===== src/rtl/wbuf_pkg.sv =====
package wbuf_pkg;
  parameter int unsigned ADDR_W = 27;
  parameter int unsigned DATA_W = 32;

  typedef struct packed {
    logic [ADDR_W-1:0] addr;
    logic [DATA_W-1:0] data;
  } wb_entry_t;
endpackage


===== src/rtl/wbuf_store.sv =====
module wbuf_store
  import wbuf_pkg::*;
#(
  parameter int unsigned DEPTH = 4,
  localparam int unsigned PTR_W = (DEPTH > 1) ? $clog2(DEPTH) : 1,
  localparam int unsigned CNT_W = $clog2(DEPTH + 1)
) (
  input  logic                  clk_i,
  input  logic                  rst_ni,
  input  logic                  push_i,
  input  wb_entry_t             push_entry_i,
  input  logic                  pop_i,
  output wb_entry_t             head_o,
  output wb_entry_t [DEPTH-1:0] slots_o,
  output logic [PTR_W-1:0]      head_ptr_o,
  output logic [CNT_W-1:0]      count_o,
  output logic                  full_o,
  output logic                  empty_o
);
  wb_entry_t [DEPTH-1:0] mem_q;
  logic [PTR_W-1:0] rd_q, wr_q;
  logic [CNT_W-1:0] cnt_q;

  function automatic logic [PTR_W-1:0] nxt(input logic [PTR_W-1:0] p);
    return (p == PTR_W'(DEPTH - 1)) ? '0 : p + 1'b1;
  endfunction

  always_ff @(posedge clk_i or negedge rst_ni) begin
    if (!rst_ni) begin
      rd_q  <= '0;
      wr_q  <= '0;
      cnt_q <= '0;
      mem_q <= '0;
    end else begin
      if (push_i) begin
        mem_q[wr_q] <= push_entry_i;
        wr_q        <= nxt(wr_q);
      end
      if (pop_i) rd_q <= nxt(rd_q);
      case ({push_i, pop_i})
        2'b10:   cnt_q <= cnt_q + 1'b1;
        2'b01:   cnt_q <= cnt_q - 1'b1;
        default: cnt_q <= cnt_q;
      endcase
    end
  end

  assign head_o     = mem_q[rd_q];
  assign slots_o    = mem_q;
  assign head_ptr_o = rd_q;
  assign count_o    = cnt_q;
  assign full_o     = (cnt_q == CNT_W'(DEPTH));
  assign empty_o    = (cnt_q == '0);

  AST_NO_OVERFLOW: assert property (@(posedge clk_i) disable iff (!rst_ni)
    cnt_q <= CNT_W'(DEPTH));
  AST_PUSH_ROOM: assert property (@(posedge clk_i) disable iff (!rst_ni)
    push_i |-> (!full_o || pop_i));
  AST_POP_NONEMPTY: assert property (@(posedge clk_i) disable iff (!rst_ni)
    pop_i |-> !empty_o);
endmodule


===== src/rtl/wbuf_match.sv =====
module wbuf_match
  import wbuf_pkg::*;
#(
  parameter int unsigned DEPTH = 4,
  localparam int unsigned PTR_W = (DEPTH > 1) ? $clog2(DEPTH) : 1,
  localparam int unsigned CNT_W = $clog2(DEPTH + 1)
) (
  input  wb_entry_t [DEPTH-1:0] slots_i,
  input  logic [PTR_W-1:0]      head_ptr_i,
  input  logic [CNT_W-1:0]      count_i,
  input  logic [ADDR_W-1:0]     addr_i,
  output logic                  hit_o,
  output logic [DATA_W-1:0]     data_o
);
  // walk oldest to newest; a later match overrides an earlier one
  always_comb begin
    hit_o  = 1'b0;
    data_o = '0;
    for (int unsigned age = 0; age < DEPTH; age++) begin
      int unsigned idx;
      idx = int'(head_ptr_i) + age;
      if (idx >= DEPTH) idx = idx - DEPTH;
      if ((age < int'(count_i)) && (slots_i[idx].addr == addr_i)) begin
        hit_o  = 1'b1;
        data_o = slots_i[idx].data;
      end
    end
  end
endmodule


===== src/rtl/wbuf_fwd.sv =====
module wbuf_fwd
  import wbuf_pkg::*;
#(
  parameter int unsigned DEPTH = 4,
  localparam int unsigned PTR_W = (DEPTH > 1) ? $clog2(DEPTH) : 1,
  localparam int unsigned CNT_W = $clog2(DEPTH + 1)
) (
  input  logic              clk_i,
  input  logic              rst_ni,
  input  logic              cpu_wr_valid_i,
  input  logic [ADDR_W-1:0] cpu_wr_addr_i,
  input  logic [DATA_W-1:0] cpu_wr_data_i,
  output logic              cpu_wr_ready_o,
  output logic              cpu_stall_o,
  input  logic              cpu_rd_valid_i,
  input  logic [ADDR_W-1:0] cpu_rd_addr_i,
  output logic              cpu_rd_hit_o,
  output logic [DATA_W-1:0] cpu_rd_data_o,
  output logic              mem_rd_valid_o,
  output logic [ADDR_W-1:0] mem_rd_addr_o,
  input  logic              bus_busy_i,
  output logic              mem_wr_valid_o,
  output logic [ADDR_W-1:0] mem_wr_addr_o,
  output logic [DATA_W-1:0] mem_wr_data_o,
  input  logic              mem_wr_ready_i
);
  wb_entry_t             head, push_entry;
  wb_entry_t [DEPTH-1:0] slots;
  logic [PTR_W-1:0]      head_ptr;
  logic [CNT_W-1:0]      count;
  logic                  full, empty, push, pop, hit;
  logic [DATA_W-1:0]     fwd_data;

  assign mem_wr_valid_o = !empty && !bus_busy_i;
  assign pop            = mem_wr_valid_o && mem_wr_ready_i;
  // a drain in the same cycle frees the slot the write needs
  assign cpu_wr_ready_o = !full || pop;
  assign push           = cpu_wr_valid_i && cpu_wr_ready_o;
  assign cpu_stall_o    = cpu_wr_valid_i && !cpu_wr_ready_o;
  assign push_entry     = '{addr: cpu_wr_addr_i, data: cpu_wr_data_i};

  wbuf_store #(.DEPTH(DEPTH)) u_store (
    .clk_i        (clk_i),
    .rst_ni       (rst_ni),
    .push_i       (push),
    .push_entry_i (push_entry),
    .pop_i        (pop),
    .head_o       (head),
    .slots_o      (slots),
    .head_ptr_o   (head_ptr),
    .count_o      (count),
    .full_o       (full),
    .empty_o      (empty)
  );

  wbuf_match #(.DEPTH(DEPTH)) u_match (
    .slots_i    (slots),
    .head_ptr_i (head_ptr),
    .count_i    (count),
    .addr_i     (cpu_rd_addr_i),
    .hit_o      (hit),
    .data_o     (fwd_data)
  );

  assign mem_wr_addr_o  = head.addr;
  assign mem_wr_data_o  = head.data;
  assign cpu_rd_hit_o   = cpu_rd_valid_i && hit;
  assign cpu_rd_data_o  = cpu_rd_hit_o ? fwd_data : '0;
  assign mem_rd_valid_o = cpu_rd_valid_i && !hit;
  assign mem_rd_addr_o  = cpu_rd_addr_i;

  AST_DRAIN_HOLD: assert property (@(posedge clk_i) disable iff (!rst_ni)
    (mem_wr_valid_o && !mem_wr_ready_i) |=>
      ($stable(mem_wr_addr_o) && $stable(mem_wr_data_o)));
  AST_HIT_NONEMPTY: assert property (@(posedge clk_i) disable iff (!rst_ni)
    cpu_rd_hit_o |-> !empty);
  AST_STALL_ONLY_FULL: assert property (@(posedge clk_i) disable iff (!rst_ni)
    cpu_stall_o |-> (count == CNT_W'(DEPTH)));
  AST_COUNT_STEP: assert property (@(posedge clk_i) disable iff (!rst_ni)
    (push && !pop && !full) |=> (count == $past(count) + 1'b1));
endmodule


===== config.mk =====
export PLATFORM = sky130hd
export DESIGN_NAME = wbuf_fwd
export DESIGN_NICKNAME = d
export VERILOG_FILES = /design/src/rtl/wbuf_pkg.sv /design/src/rtl/wbuf_store.sv /design/src/rtl/wbuf_match.sv /design/src/rtl/wbuf_fwd.sv
export SDC_FILE = /design/constraint.sdc
export NUM_CORES = 1
export LEC_CHECK = 0
export ABC_AREA = 1
export BUFFER_PORTS_ARGS = -buffer_cell sky130_fd_sc_hd__clkbuf_2
export CAP_MARGIN = 10
export CORE_MARGIN = 1.5
export CORE_UTILIZATION = 66
export CTS_CLUSTER_SIZE = 10
export DETAILED_ROUTE_END_ITERATION = 8
export PLACE_DENSITY = 0.93
export SLEW_MARGIN = 10
export SYNTH_ARGS = -nofsm -noshare
export SYNTH_HDL_FRONTEND = slang
export SYNTH_HIERARCHICAL = 1
export SYNTH_SLANG_ARGS = --single-unit

===== constraint.sdc =====
create_clock -name clk_i -period 7.8 [get_ports clk_i]
set_input_delay 0.39 -clock clk_i [delete_from_list [all_inputs] [get_ports clk_i]]
set_output_delay 0.39 -clock clk_i [all_outputs]
set_load 0.01 [all_outputs]

# After elaboration in Yosys (flattened, before gate mapping)
# Cells that the tools add are included.
[totals] out_inout_bits=123 regBits=243 in_bits=92 wordCells=94
[classes] n_reduce_logical=19 n_mux=29 eq_ne=9 addsub=11 order_cmp=15
[op_table] cell="59-bit binary-select mux with 2-bit select" n=5
[op_table] cell="59-bit two-way mux" n=6
[op_table] cell="32-bit two-way mux" n=9
[op_table] cell="236-bit bitwise mux" n=1
[op_table] cell="32-bit by 3-bit less-than comparator with 1-bit output, second input constant" n=4
[op_table] cell="59-bit demux with 2-bit select" n=1
[op_table] cell="27-bit equality test" n=4
[op_table] cell="32-bit by 3-bit greater-or-equal comparator with 1-bit output, second input constant" n=3
[op_table] cell="32-bit by 3-bit subtractor with 32-bit output, second input constant" n=3
[op_table] cell="1-bit logical AND" n=11
[op_table] cell="2-bit by 2-bit adder with 3-bit output, second input constant" n=2
[op_table] cell="2-bit equality test, second input constant" n=3
[op_table] cell="1-bit by 3-bit less-than comparator with 1-bit output, first input constant" n=2
[op_table] cell="2-bit by 3-bit less-than comparator with 1-bit output, first input constant" n=2
[op_table] cell="2-bit by 3-bit less-than comparator with 1-bit output, second input constant" n=2
[op_table] cell="3-bit case mux with 2 select lines" n=1
[op_table] cell="1-bit logical NOT" n=5
[op_table] cell="2-bit by 1-bit adder with 2-bit output, second input constant" n=2
[op_table] cell="1-bit two-way mux" n=4
[op_table] cell="2-bit two-way mux" n=2
[op_table] cell="2-bit by 3-bit subtractor with 4-bit output, second input constant" n=1
[op_table] cell="2-bit by 1-bit adder with 3-bit output, second input constant" n=1
[op_table] cell="3-bit by 1-bit adder with 3-bit output, second input constant" n=1
[op_table] cell="3-bit equality test, second input constant" n=1
[op_table] cell="other kinds (7)" n=7

# Depth between registers and ports, before layout
# Gate-level depths: netlist (run 1).
[depth] word_depth=12 ltp_mapped=24 ltp_nobuf=20

# Hierarchy
# Netlist (run 1), hierarchy kept.
[by_module_without_submodules] module="wbuf_store" n_inst=1 area_per_inst_um2=11118.2 seq_area_each_um2=6080.8 cells_per_inst=1318
[by_module_without_submodules] module="wbuf_match" n_inst=1 area_per_inst_um2=8787.2 seq_area_each_um2=0.0 cells_per_inst=1986
[by_module_without_submodules] module="wbuf_fwd" n_inst=1 area_per_inst_um2=594.3 seq_area_each_um2=0.0 cells_per_inst=105

# Least setup slack after synthesis (run 1)
# OpenSTA, ideal clock, no wires.
[synth_path] path_kind="flip-flop to output port" startpoint="reg u_store.rd_q[0], in the netlist u_store/head_ptr_o[0]" endpoint="out cpu_rd_data_o[10]" required_time_ns=7.410 path_stages_with_launch=19 t_arrival_ns=2.639 n_path_buf=6 path_slack_ns=4.771 path_cell_list="dfrtp_1 -> buf_4 -> buf_6 -> buf_6 -> buf_4 -> o21ai_0 -> nand2_1 -> nand2_1 -> xor2_1 -> nand2_1 -> nor2_1 -> nand3_1 -> nor2_4 -> buf_2 -> nor2_1 -> nand3_1 -> nand2_2 -> buf_6 -> nor2_2"
[synth_via] elab_chain_cells=12 elab_cells_between_ends=41 classes_between="add/sub (7); order compare (4); eq/ne (4); mux (21); reduce/logical (5)"
[synth_rtl] element="start, declared" line="wbuf_store.sv:21" text="logic [PTR_W-1:0] rd_q, wr_q;"
[synth_rtl] element="start signal, assigned" line="wbuf_store.sv:39" text="if (pop_i) rd_q <= nxt(rd_q);"
[synth_rtl] element="2-bit by 1-bit adder with 3-bit output (tied with other cells)" line="wbuf_match.sv:21" text="idx = int'(head_ptr_i) + age;"
[synth_rtl] element="32-bit by 3-bit subtractor with 32-bit output (tied with other cells)" line="wbuf_match.sv:22" text="if (idx >= DEPTH) idx = idx - DEPTH;"
[synth_rtl] element="32-bit two-way mux / 59-bit binary-select mux with 2-bit select (equally long branches)" line="wbuf_match.sv:22, wbuf_match.sv:23"
[synth_rtl] element="59-bit binary-select mux with 2-bit select / 59-bit two-way mux (equally long branches)" line="wbuf_match.sv:23, wbuf_match.sv:25"
[synth_rtl] element="59-bit two-way mux (implied by the code) / 27-bit equality test (equally long branches)" line="wbuf_match.sv:23" text="if ((age < int'(count_i)) && (slots_i[idx].addr == addr_i)) begin"
[synth_rtl] element="27-bit equality test / 1-bit logical AND (equally long branches)" line="wbuf_match.sv:23"
[synth_rtl] element="1-bit logical AND / 1-bit two-way mux (equally long branches)" line="wbuf_match.sv:23"
[synth_rtl] element="1-bit two-way mux (2 in a row)" line="wbuf_match.sv:23"
[synth_rtl] element="1-bit two-way mux (*)" line="wbuf_match.sv:23"
[synth_rtl] element="named net hit" line="wbuf_fwd.sv:31" text="logic full, empty, push, pop, hit;"
[synth_rtl] element="1-bit logical AND (*)" line="wbuf_fwd.sv:67" text="assign cpu_rd_hit_o = cpu_rd_valid_i && hit;"
[synth_rtl] element="32-bit two-way mux (*)" line="wbuf_fwd.sv:68" text="assign cpu_rd_data_o = cpu_rd_hit_o ? fwd_data : '0;"
[synth_rtl] element="end, declared" line="wbuf_fwd.sv:18" text="output logic [DATA_W-1:0] cpu_rd_data_o,"
# Mark *: on every way through the listed nets, which the timed path passes. The rest lies on a longest branch. The select of a mux whose other input is x is not followed.

# Worst setup path after layout (run 1)
[layout_path] startpoint="reg u_store.rd_q[1], in the netlist u_store/head_ptr_o[1]" endpoint="out cpu_rd_data_o[30]"
# The elaborated chain is that of the path after synthesis.

==> impl_metrics.env, run 1 <==
export IMPL_diodes=0
export IMPL_crit_fanout=84
export IMPL_vdd_ir_drop_max_uv=397
export IMPL_finalSetupViolCount=0
export IMPL_dp_cells=3790
export IMPL_critPathMaxStageDelay_ns=0.75
export IMPL_fmax_ghz=0.156
export IMPL_ys_ff_latch=243
export IMPL_rows=64
export IMPL_skew_ns=0.00714
export IMPL_syn_to_final_growth_pct=5.73
export IMPL_p_leak_nw=11.8
export IMPL_slew_violations=0
export IMPL_cts_sinks=243
export IMPL_tightestPinTransition_ns=1.22
export IMPL_clkSlewWorstSetupHoldPaths_ns=0.06
export IMPL_syn_cell_area_um2=20500
export IMPL_totalWireLength_um=65400
export IMPL_grt_pass1_wl_um=103000
export IMPL_crit_path_top_delay_cell="nor2_4"
export IMPL_io_pins=215
export IMPL_die_area_um2=32100
export IMPL_start_util_pct=67.0
export IMPL_final_area_um2=21700
export IMPL_run_status="completed"
export IMPL_port_buffer_count=214
export IMPL_cts_tree="done"
export IMPL_antenna_found_initial=0
export IMPL_wire_per_inst_um=17.1
export IMPL_grt_pass1_vias=21100
export IMPL_postSynthCellCount=3409
export IMPL_cts_buffers=29
export IMPL_grt_max_degree=162
export IMPL_core_um2=30600
export IMPL_hold_violations=0
export IMPL_dr_pass1_iters=6
export IMPL_maxCapViolations=0
export IMPL_placed_area_um2=20900
export IMPL_clk_latency_ns=0.58
export IMPL_fin_util_pct=70.9
export IMPL_cp_cell_sequence="inv_4 > nand2_1 > nand2_4 > nand2_1 > nand3_1 > nand2_1 > nor2_1 > nand2_1 > nor2_1 > nand2_1 > buf_4 > nor2_4 > inv_2 > nand3_1 > nand2_2 > nor2_1 > clkbuf_2"
export IMPL_post_cts_buffers=0
export IMPL_path_class="register to primary output"
export IMPL_r2r_start="u_store/count_o[2]$_DFFE_PN0P_"
export IMPL_fill_cells=2635
export IMPL_fin_crit_sh_pct=82.3
export IMPL_drt_iter0_drc=2690
export IMPL_p_per_area_nw_per_um2=464
export IMPL_syn_area_per_cell_um2=6.01
export IMPL_fin_tns_setup_ns=0
export IMPL_vias_per_cell=5.96
export IMPL_crit_family="simple AND/OR/NAND/NOR gates"
export IMPL_gp_congestion=1.06
export IMPL_slew_headroom_pct=18.9
export IMPL_root_buffer="clkbuf_16"
export IMPL_htreeDepth=1
export IMPL_hold_class="input pin to register"
export IMPL_worstSetupStartpoint="u_store/head_ptr_o[1]$_DFFE_PN0P_"
export IMPL_die_h_um=179
export IMPL_fin_cells=3833
export IMPL_seq_area_frac_synth_pct=29.7
export IMPL_hpwl_um=43200
export IMPL_hold_start="cpu_wr_data_i[5]"
export IMPL_crit_buf_inv=4
export IMPL_cts_buffer_depth=3
export IMPL_ant_nets=0
export IMPL_cp_end_kind="primary output"
export IMPL_grt_ovfl_total=0
export IMPL_worst_ep_arrival_time_ns=6.03
export IMPL_min_period_ns=6.42
export IMPL_die_width_um=179
export IMPL_path_common_cell="nand2_1"
export IMPL_yosys_warnings=6
export IMPL_synth_fp_nets=3508
export IMPL_grt_use_total_pct=40.2
export IMPL_nNetsFinal=3525
export IMPL_vias=22800
export IMPL_rsz0062_at_grt="false"
export IMPL_crit_required_ns=7.41
export IMPL_drive_above_1_share_pct=9.28
export IMPL_synth_cell_types=32
export IMPL_cp_start_kind="register"
export IMPL_drc=0
## per-layer routing
metal	GRT usage, %	vias up	part of all wire (%)
met5	0	-	0
met4	18.5	0	4.0
met3	7.06	220	10
met2	66.2	1390	46
met1	51.4	10400	40
li1	-	10800	-
## power breakdown
part           leakage (nW)  internal (mW)  total (mW)  switching [mW]
Clock                 0.399          0.690        1.23           0.536
Sequential             3.05           1.85        2.53           0.687
Combinational          8.32           1.97        6.30            4.33
Total                  11.8           4.51        10.1            5.55
## logic make-up after synthesis
logic type               count (synthesis)  share of synthesized area, %
AO/OA/AOI/OAI                          723                          19.9
multiplexers                            33                          1.61
flip-flops                             243                          29.7
AND/OR/NAND/NOR                       1765                          33.8
buffers and inverters                  617                          13.6
XOR/XNOR                                21                         0.897
adder cells (fa/ha/maj)                  7                         0.464
## worst min-delay path: stages
cell	delay, ns
clkbuf_2	0.08
inv_1	0.08
o21ai_1	0.08
## per-stage QoR
step           setup slack (ns)  power, mW  hold WS, ns
2_1_floorplan              4.77       7.04       0.0944
3_3_place_gp               2.30       8.34        0.394
3_5_place_dp               2.16       8.60        0.407
4_1_cts                    1.55       9.87       0.0792
5_1_grt                    1.14       11.0        0.108
6_report                   1.38       10.1       0.0887
## cell type report
class                   count  area [um2]  area share, %
clock buffers              39         783           3.61
clock inverters             3        30.0          0.139
inverters                 369        1390           6.43
multi-input cells        2549       11600           53.7
flip-flops and latches    243        6090           28.1
well taps                 396         495           2.29
repair buffers            234        1250           5.75
## final timing paths
check                                               endpoint  slack [ns]  cells after the start
hold / removal                u_store/slots_o[5]$_DFFE_PN0P_        0.09                      3
setup reg to reg            u_store/slots_o[184]$_DFFE_PN0P_        4.46                      8
setup / recovery                           cpu_rd_data_o[30]        1.38                     17
hold reg to reg             u_store/slots_o[204]$_DFFE_PN0P_        0.52                      2
min in group asynchronous   u_store/slots_o[233]$_DFFE_PN0P_        0.36                      2
max in group asynchronous  u_store/head_ptr_o[1]$_DFFE_PN0P_        6.00                      3
## synth_stat cells
cell         n  share of area [%]
a21o_1       1              0.037
a21oi_1     34               0.83
buf_1        8               0.15
buf_2       84                2.1
buf_4       52                1.9
buf_6       24                1.3
clkbuf_1    79                1.4
clkbuf_2     1              0.024
dfrtp_1    243                 30
fa_1         1              0.098
ha_1         6               0.37
inv_1      364                6.7
inv_2        5              0.092
mux2i_1     33                1.6
nand2_1   1543                 28
nand2_2      3              0.092
nand2_4      5               0.27
nand3_1    109                2.7
nand3b_1     1              0.037
nand4_1      7               0.21
nor2_1      61                1.1
nor2_2      29               0.88
nor2_4       2               0.11
nor3_1       3              0.073
o211ai_1   183                6.7
o21ai_0    392                9.6
o21ai_1    108                2.6
o21ai_2      1              0.043
o22ai_1      4               0.12
or2_2        2              0.061
xnor2_1      1              0.043
xor2_1      20               0.85
## cells in the final DEF, fill, tap and decap left out, types with 2 or more instances in the layout
master     synthesis  routed
nand2_1         1543    1542
o21ai_0          392     392
inv_1            364     363
dfrtp_1          243     241
clkbuf_2           1     213
o211ai_1         183     183
nand3_1          109     109
o21ai_1          108     108
nor2_1            61      60
a21oi_1           34      34
mux2i_1           33      33
nor2_2            29      29
clkbuf_16          0      29
xor2_1            20      20
buf_4             52      18
clkbuf_1          79       8
nand4_1            7       7
nand2_4            5       6
ha_1               6       6
o22ai_1            4       4
nand2_2            3       3
clkinv_2           0       3
nor2_4             2       3
inv_2              5       3
nor3_1             3       3
clkbuf_8           0       2
or2_2              2       2
dfrtp_4            0       2
## registers in the layout, indices dropped and copies added, names as in the netlist
signal / count
u_store/count_o: 3
u_store/head_ptr_o: 2
u_store/slots_o: 236
u_store/wr_q: 2
## what timing repair did
action | in CTS | in global routing
hold buffers | 1 | 0
hold endpoints to repair | 82 | 0
resized for setup | 0 | 0
No activity file was read; power rests on OpenSTA's default activity.
==> run 2, diff against run 1 <==
- CORE_UTILIZATION: 66 -> 55
- PLACE_DENSITY: 0.93 -> 0.83
- clock period: 7.8 -> 5.6 ns (I/O delays scaled with it)
==> impl_metrics.env, run 2 (synthesized netlist as in run 1, its figures left out) <==
export IMPL_vias_per_cell=5.60
export IMPL_mostFrequentLayoutCells="nand2_1 (1,542), o21ai_0 (392), inv_1 (363), dfrtp_1 (241), clkbuf_2 (213)"
export IMPL_grt_max_degree=139
export IMPL_cts_buffer_depth=3
export IMPL_worst_ep_arrival_time_ns=4.92
export IMPL_skew_ns=0.00932
export IMPL_io_pins=215
export IMPL_switching_share_pct=54.1
export IMPL_fmax_ghz=0.192
export IMPL_maxCapViolations=0
export IMPL_crit_fanout=98
export IMPL_core_um2=36600
export IMPL_dp_cells=3869
export IMPL_drt_iter0_drc=2093
export IMPL_die_h_um=196
export IMPL_ant_nets=0
export IMPL_clk_latency_ns=0.57
export IMPL_rsz0062_at_grt="false"
export IMPL_fin_util_pct=60.1
export IMPL_root_buffer="clkbuf_16"
export IMPL_wire_per_inst_um=16.0
export IMPL_fill_cells=3620
export IMPL_regArea_um2=6090
export IMPL_slew_headroom_pct=24.5
export IMPL_slew_violations=0
export IMPL_syn_to_final_growth_pct=7.34
export IMPL_hpwl_um=41600
export IMPL_crit_required_ns=5.32
export IMPL_vias=22000
export IMPL_run_status="completed"
export IMPL_cts_sinks=243
export IMPL_multiInputGateArea_um2=11600
export IMPL_die_area_um2=38400
export IMPL_vdd_ir_drop_max_uv=371
export IMPL_path_class="register to primary output"
export IMPL_dr_pass1_iters=6
export IMPL_totalWireLength_um=63000
export IMPL_cp_end_kind="primary output"
export IMPL_placed_area_um2=21000
export IMPL_grt_use_total_pct=32.9
export IMPL_fin_tns_setup_ns=0
export IMPL_port_buffer_count=214
export IMPL_antenna_found_initial=2
export IMPL_grt_pass1_vias=20100
export IMPL_min_period_ns=5.20
export IMPL_p_leak_nw=11.9
export IMPL_seqPwrFrac_pct=25.2
export IMPL_final_common_cell="nand2_1"
export IMPL_rows=70
export IMPL_gp_congestion=1.01
export IMPL_p_int_mw=6.38
export IMPL_grt_ovfl_total=0
export IMPL_p_clk_share_pct=12.9
export IMPL_cp_start_kind="register"
export IMPL_start_util_pct=56.0
export IMPL_final_area_um2=22000
export IMPL_drc=0
export IMPL_hold_violations=0
export IMPL_cts_buffers=30
export IMPL_largest_reg_flops=236
export IMPL_nNetsFinal=3545
export IMPL_p_comb_share_pct=61.9
export IMPL_switchingPower_mw=7.53
export IMPL_p_total_mw=13.9
export IMPL_tightestPinTransition_ns=1.13
export IMPL_drive_above_1_share_pct=9.57
export IMPL_grt_pass1_wl_um=102000
export IMPL_cts_tree="done"
export IMPL_hold_class="input pin to register"
export IMPL_fin_cells=3926
export IMPL_p_per_area_nw_per_um2=632
export IMPL_die_width_um=196
export IMPL_fin_crit_sh_pct=92.8
export IMPL_htreeDepth=1
export IMPL_finalSetupViolCount=0
export IMPL_clkSlewWorstSetupHoldPaths_ns=0.06
run 2: layout make-up:
| type | instances | share of cell area [%] |
|---|---|---|
| multi-input combinational | 2549 | 52.9 |
| sequential | 243 | 27.7 |
| timing repair buffer | 253 | 6.45 |
| inverter | 369 | 6.35 |
| clock buffer | 37 | 3.67 |
| tap | 468 | 2.66 |
| clock inverter | 6 | 0.313 |
| antenna | 1 | 0.0114 |
run 2: timing repair:
| item | in CTS | in global routing |
|---|---|---|
| hold endpoints to repair | 116 | 0 |
| hold buffers | 13 | 0 |
| resized for setup | 0 | 0 |
| setup buffers | 0 | 0 |
run 2: path summary, 6_finish.rpt:
check                                                        from                                 to  slack, ns  cells past startpoint
worst max-delay path            u_store/head_ptr_o[0]$_DFFE_PN0P_                  cpu_rd_data_o[13]       0.40                     16
worst min-delay path                            cpu_wr_data_i[22]    u_store/slots_o[81]$_DFFE_PN0P_       0.01                      3
worst max register to register  u_store/head_ptr_o[0]$_DFFE_PN0P_  u_store/head_ptr_o[0]$_DFFE_PN0P_       2.10                      5
worst min register to register   u_store/slots_o[155]$_DFFE_PN0P_   u_store/slots_o[155]$_DFFE_PN0P_       0.51                      2
max in group asynchronous                                  rst_ni    u_store/slots_o[15]$_DFFE_PN0P_       3.98                      3
min in group asynchronous                                  rst_ni        u_store/wr_q[1]$_DFFE_PN0P_       0.33                      2
run 2: per-layer routing:
metal,routed length (um),share of wire [%],global-route usage [%]
met5,14,0.022,0
met4,2360,3.8,14.2
met3,6170,9.8,4.95
met2,27800,44,52.0
met1,26600,42,44.9
run 2: worst max-delay path, cell delays in order (launching register included):
cell and delay, ns:
dfrtp_4 0.62, buf_4 0.73, o21ai_0 0.27, nand2_1 0.10, o21ai_0 0.14, nand2_1 0.13, o21ai_0 0.08, nor2_1 0.12
nand2_1 0.07, nor2_1 0.08, nand2_1 0.09, nor2_4 0.42, nor2_1 0.11, nand3_1 0.17, nand2_2 0.64, nor2_2 0.32
clkbuf_2 0.17
run 2: power by group through the flow:
stage	combinational [mW]	clock, mW	sequential, mW
6_report	8.61	1.79	3.50
5_1_grt	9.74	1.89	3.64
3_3_place_gp	8.24	0	3.48
2_1_floorplan	6.62	0	3.18
4_1_cts	8.43	1.81	3.48
3_5_place_dp	8.37	0	3.50
run 2: metrics by stage:
stage,setup WS (ns),hold slack [ns]
6_report,0.403,0.0106
5_1_grt,0.0942,0.0149
4_1_cts,0.434,0.0000226
3_5_place_dp,1.04,0.363
3_3_place_gp,1.05,0.357
2_1_floorplan,2.68,-0.0156
